===== config.mk =====
export PLATFORM = sky130hd
export DESIGN_NAME = busrst_gen
export DESIGN_NICKNAME = d
export VERILOG_FILES = /design/src/rtl/busrst_pkg.sv /design/src/rtl/busrst_por_timer.sv /design/src/rtl/busrst_sync.sv /design/src/rtl/busrst_gen.sv
export SDC_FILE = /design/constraint.sdc
export NUM_CORES = 1
export LEC_CHECK = 0
export ABC_CLOCK_PERIOD_IN_PS = 2800
export BUFFER_PORTS_ARGS = -buffer_cell sky130_fd_sc_hd__buf_2
export CORE_AREA = 2 2 39 41
export DETAILED_ROUTE_END_ITERATION = 7
export DIE_AREA = 0 0 41 43
export PLACE_DENSITY_LB_ADDON = 0.08
export REMOVE_ABC_BUFFERS = 1
export SLEW_MARGIN = 25
export SYNTH_ARGS = -nofsm -noshare
export SYNTH_HDL_FRONTEND = slang
export SYNTH_SLANG_ARGS = --single-unit

===== constraint.sdc =====
create_clock -name clk -period 2.8 [get_ports clk]
set_input_delay 0 -clock clk [delete_from_list [all_inputs] [get_ports clk]]
set_output_delay 0 -clock clk [all_outputs]
set_load 0.05 [all_outputs]

===== src/rtl/busrst_pkg.sv =====
package busrst_pkg;

    localparam int unsigned POR_LEN_DEF    = 16;
    localparam int unsigned SYNC_DEPTH_DEF = 2;
    localparam int unsigned NUM_SRC        = 3;

    // One bit per outside reset source, already normalised to active-high.
    typedef struct packed {
        logic main;
        logic wdog;
        logic debug;
    } req_vec_t;

    function automatic logic to_active_high(input logic lvl, input bit high_true);
        return high_true ? lvl : ~lvl;
    endfunction

endpackage


===== src/rtl/busrst_por_timer.sv =====
module busrst_por_timer #(
    parameter int unsigned POR_LEN = busrst_pkg::POR_LEN_DEF
) (
    input  logic clk,
    output logic last,
    output logic done
);

    localparam int unsigned CW = $clog2(POR_LEN + 1);
    localparam logic [CW-1:0] LAST_VAL = CW'(POR_LEN - 1);
    localparam logic [CW-1:0] END_VAL  = CW'(POR_LEN);

    logic [CW-1:0] cnt    = '0;
    logic          done_q = 1'b0;

    always_ff @(posedge clk) begin
        if (!done_q) begin
            cnt <= cnt + 1'b1;
        end
        done_q <= done_q | last;
    end

    assign last = (cnt == LAST_VAL);
    assign done = done_q;

    assert_done_sticky_R2: assert property (@(posedge clk) done_q |=> done_q)
        else $error("done flag fell after the window");

    assert_count_bound_R2: assert property (@(posedge clk) cnt <= END_VAL)
        else $error("window counter ran past its end");

    assert_done_at_end_R2: assert property (@(posedge clk) done_q |-> (cnt == END_VAL))
        else $error("done flag set with counter not at end");

endmodule


===== src/rtl/busrst_sync.sv =====
module busrst_sync #(
    parameter int unsigned STAGES = busrst_pkg::SYNC_DEPTH_DEF
) (
    input  logic clk,
    input  logic en,
    input  logic d,
    output logic q
);

    logic [STAGES-1:0] stg = '0;

    // All stages are cleared while disabled, so nothing sampled in the
    // masked period survives the enable edge.
    always_ff @(posedge clk) begin
        if (en) begin
            stg <= {stg[STAGES-2:0], d};
        end else begin
            stg <= '0;
        end
    end

    assign q = stg[STAGES-1];

    assert_masked_drop_R3: assert property (@(posedge clk) !en |=> !q)
        else $error("synchroniser output high after a masked cycle");

endmodule


===== src/rtl/busrst_gen.sv =====
module busrst_gen
    import busrst_pkg::*;
#(
    parameter int unsigned MAIN_ACTIVE_HIGH = 0,
    parameter int unsigned POR_LEN          = POR_LEN_DEF,
    parameter int unsigned SYNC_STAGES      = SYNC_DEPTH_DEF
) (
    input  logic clk,
    input  logic sys_rst_req,
    input  logic wdog_rst_req,
    input  logic dbg_rst_req,
    output logic bus_rst,
    output logic por_done
);

    req_vec_t           req_norm;
    logic [NUM_SRC-1:0] req_bits;
    logic [NUM_SRC-1:0] req_sync;
    logic               raw_any;
    logic               any_req;
    logic               win_last;
    logic               win_done;
    logic               bus_rst_q = 1'b1;

    always_comb begin
        req_norm.main  = to_active_high(sys_rst_req, MAIN_ACTIVE_HIGH != 0);
        req_norm.wdog  = to_active_high(wdog_rst_req, 1'b1);
        req_norm.debug = to_active_high(dbg_rst_req, 1'b1);
    end

    assign req_bits = req_norm;
    assign raw_any  = |req_bits;

    busrst_por_timer #(.POR_LEN(POR_LEN)) u_timer (
        .clk  (clk),
        .last (win_last),
        .done (win_done)
    );

    for (genvar i = 0; i < NUM_SRC; i++) begin : g_src
        busrst_sync #(.STAGES(SYNC_STAGES)) u_sync (
            .clk (clk),
            .en  (win_done),
            .d   (req_bits[i]),
            .q   (req_sync[i])
        );
    end

    assign any_req = |req_sync;

    always_ff @(posedge clk) begin
        bus_rst_q <= (~win_done & ~win_last) | any_req;
    end

    assign bus_rst  = bus_rst_q;
    assign por_done = win_done;

    assert_window_high_R1: assert property (@(posedge clk) !por_done |-> bus_rst)
        else $error("bus reset low inside power-on window");

    assert_release_R1: assert property (@(posedge clk) $rose(por_done) |-> !bus_rst)
        else $error("bus reset not released at window end");

    assert_follow_R6: assert property (@(posedge clk)
        (por_done && $past(por_done, 3)) |-> (bus_rst == $past(raw_any, 3)))
        else $error("bus reset does not follow delayed request");

endmodule


## After elaboration in Yosys (flattened, before gate mapping)

Cells that the tools add are included.

- Register bits: 13
- Output and inout bits: 2

- $add $sub $neg: 1
- Equal/unequal tests: 1
- Bitwise logic cells: 6
- Reduce and logical (&&, ||, !) cells: 1

Operators with widths:

| operator | number |
|---|---|
| 5-bit by 1-bit adder with 5-bit output, second input constant | 1 |
| 5-bit by 4-bit equality test with 1-bit output, second input constant | 1 |
| 1-bit NOT | 3 |
| 3-bit OR reduction | 1 |
| 1-bit bitwise OR | 2 |
| 1-bit bitwise AND | 1 |

## Longest topological paths before layout

- Depth after elaboration: 4
- Depth in mapped cells: 5
- Mapped depth without buffers: 5

## By module

A second synthesis with hierarchy kept.

- Cell total of the unflattened synthesis: 33
- Area, all modules: 442.9 um^2

By module, submodules not included:

| module | instances | cells each | area an instance (um^2) | sequential area each (um^2) |
|---|---|---|---|---|
| busrst_por_timer | 1 | 17 | 246.5 | 170.2 |
| busrst_sync | 3 | 4 | 52.6 | 40.0 |
| busrst_gen | 1 | 4 | 38.8 | 20.0 |

## Least setup slack after synthesis

No wires, ideal clock.

- Path type: register to register
- Start point: reg u_timer.cnt[0]
- End point: reg u_timer.cnt[4] (data pin)
- Library setup time: 249 ps
- Data arrival time: 1034 ps
- Data required time: 2551 ps
- Setup slack: 1517 ps
- Stages on the path, launching flop included: 5
- Buffers on the path: 0
- Clock period less this slack: 1283 ps
- Cell sequence: edfxtp_1 -> ha_1 -> and3_1 -> ha_1 -> inv_1

- Longest elaborated chain between the ends: 1

RTL lines:

| element | line | source |
|---|---|---|
| start, declared | busrst_por_timer.sv:13 | `logic [CW-1:0] cnt = '0;` |
| start signal, assigned | busrst_por_timer.sv:18 | `cnt <= cnt + 1'b1;` |
| 5-bit by 1-bit adder with 5-bit output | busrst_por_timer.sv:18 |  |

No other way between the ends.
A chain may end at the register's enable or synchronous reset.

## Worst setup path after layout

- Start point: reg u_timer.cnt[0]
- End point: reg u_timer.done_q, in the netlist u_timer.done

- Longest elaborated chain between the ends: 2

RTL lines:

| element | line | source |
|---|---|---|
| 5-bit by 4-bit equality test with 1-bit output | busrst_por_timer.sv:23 | `assign last = (cnt == LAST_VAL);` |
| 1-bit bitwise OR | busrst_por_timer.sv:20 | `done_q <= done_q \| last;` |
| end signal, assigned | busrst_por_timer.sv:20 |  |
| end, declared | busrst_por_timer.sv:14 | `logic done_q = 1'b0;` |

No other way between the ends.

==> results.yml <==
critical_path:
  critPathMaxFanout: 3
  crit_arrival_ns: 1.50
  critical_path_class: "flip-flop to flip-flop"
  worstPathRequired_ns: 2.96
  startpoint_type: "flip-flop"
  worstSetupEndpointType: "flip-flop"
timing:
  fmax_ghz: 0.747
  max_slew_margin_pct: 83.6
  setup_tns_ns: 0
  maxSlewViolCount: 0
  worstMarginPinSlew_ns: 0.248
  hold_violations: 0
  setup_viol: 0
  min_period_over_period_pct: 47.8
  rsz0062_at_grt: "false"
  fin_ws_ns: 1.46
  fin_skew_ns: 0.00199
  period_minus_slack_ns: 1.34
global_routing:
  grt_use_met2_pct: 10.9
  grt-ovfl-total: 0
  grt_use_total_pct: 9.56
  use_met3_pct: 3.14
  grtUsageMet1_pct: 11.7
  grt_max_degree: 9
  antenna_found_initial: 0
  grt_pass1_vias: 250
  grt.busiest_layer: "met4"
  grt_pass1_wl_um: 1020
die:
  die-area_um2: 1760
  core_um2: 1380
  rows: 14
  fp.dieH_um: 43
  die_w_um: 41
  io_pins: 6
  start_util_pct: 31.8
outcome:
  outcome: "finished, final reports clean"
clock_tree:
  clk_latency_ns: 0.27
  cts.sinks: 13
  cts_root_buf: "clkbuf_4"
  clk_pin_slew_ns: 0.07
  postCtsSetupBuffers: 0
  cts_buffers: 3
  clockBufferDepth: 2
  cts_tree: "done"
  htree_levels: 1
hold_path:
  hold_class: "input port to flip-flop"
power_and_ir_drop:
  combPwrFrac_pct: 1.7
  p_int_w: 0.000255
  seq_power_share_pct: 62.5
  netSwitchingFraction_pct: 18.5
  p_leak_nw: 0.237
  powerDensity_nw_per_um2: 577
  power_switching_w: 0.0000578
  ir_worst_vdd_v: 0.000237
  clockPowerShare_pct: 35.8
placement:
  pre_cts_slack_ns: 1.46
  numPortBuffers: 5
  hpwl_um: 390
  gp_congestion: 0.605
logic_synthesis:
  synth_top_cell_area_share_pct: 36.4
  yosysSeqAreaShare_pct: 70.5
  yosysTopAreaCell: "dfxtp_1"
  synth_area_um2: 440
  synth_warnings: 0
  ys_types: 13
  synth.area.top_cells: "dfxtp_1 (36%), edfxtp_1 (34%), and2_2 (8.5%), ha_1 (5.7%), inv_1 (3.4%)"
  postSynthAreaPerCell_um2: 13.8
  synth_seq_cells: 13
  syn_inst: 32
routing:
  drtIter0Drc: 1
  totalWireLength_um: 522
  drc: 0
  wl_per_cell_um: 8.70
  via_per_inst: 4.02
  dr.pass1.iters: 4
  ant_nets: 0
  num_vias: 241
job:
  max-cap-violations: 0
final_layout:
  antenna_cells: 0
  layout.nets: 51
  syn2layout_area_growth_pct: 23.0
  drive_gt1_share_pct: 34.1
[what timing repair did]
action | in CTS | in global routing
resized for setup | 0 | 0
hold buffers | 3 | 0
endpoints found under the hold margin | 3 | 0
[cell type report]
type,count,area [µm²]
repair buffers,8,55.1
flip-flops and latches,13,310
multi-input cells,15,115
fillers,153,842
well taps,16,20.0
clock buffers,4,26.3
inverters,4,15.0
[Yosys cell counts]
master    number
or2_4          1
nand2_2        1
xor2_1         1
nor2_1         1
nand3_1        1
nor3_1         1
dfxtp_1        8
and3_1         1
ha_1           2
edfxtp_1       5
inv_1          4
xnor2_1        1
and2_2         5
[cell usage in the layout (no fill, tap or decap), types with 2 or more instances in the layout]
cell type,n
inv_1,4
clkbuf_4,3
dfxtp_1,8
buf_2,5
edfxtp_1,5
dlygate4sd3_1,3
and2_2,5
ha_1,2
[kinds of logic after synthesis]
group                      after synthesis  share of synthesized area [%]
DFF                                     13                           70.5
and+or+nand+nor                         11                           16.5
buffers and inverters                    4                           3.41
xor gates and xnor gates                 2                           3.98
adders and majority gates                2                           5.68
[per-stage QoR]
step / utilization, % / hold slack (ns) / cells / power (W) / instance area (µm²)
finish: 39.2 / 0.404 / 60 / 0.000313 / 542
global route: 39.2 / 0.427 / 60 / 0.000329 / 542
CTS: 39.2 / 0.398 / 60 / 0.000317 / 542
detailed placement: 35.1 / 0.160 / 53 / 0.000202 / 485
global placement: 35.1 / 0.158 / 53 / 0.000202 / 485
floorplan: - / 0.0724 / 32 / 0.000200 / 440
[critical path: stages (launching register included)]
cell and delay, ns:
edfxtp_1 0.42, ha_1 0.24, and3_1 0.15, ha_1 0.18, or2_4 0.25
[sequential cells by signal, summed over array words and instances, names as in the netlist]
register / cells
bus_rst: 1
g_src.u_sync.stg: 6
u_timer.cnt: 5
u_timer.done: 1
[worst paths after layout]
kind,end,cells after the start,slack (ns),from
setup / recovery,u_timer.done,4,1.46,u_timer.cnt[0]
setup reg to reg,u_timer.done,4,1.46,u_timer.cnt[0]
hold reg to reg,bus_rst,2,0.43,g_src[2].u_sync.stg[1]
hold / removal,g_src[2].u_sync.stg[0],3,0.40,sys_rst_req
[power by group through the flow]
stage / clock network, W / logic [W] / registers, W
2_1_floorplan: 0 / 0.000000301 / 0.000200
3_3_place_gp: 0 / 0.00000209 / 0.000200
3_5_place_dp: 0 / 0.00000221 / 0.000200
4_1_cts: 0.000117 / 0.00000530 / 0.000195
5_1_grt: 0.000128 / 0.00000603 / 0.000195
6_report: 0.000112 / 0.00000523 / 0.000195
[metal layers]
metal  wire [µm]  up-vias
met5           0        -
met4          25        0
met3          34        4
met2         214       10
met1         247       99
li1            -      128
(Power assumes the default switching activity.)
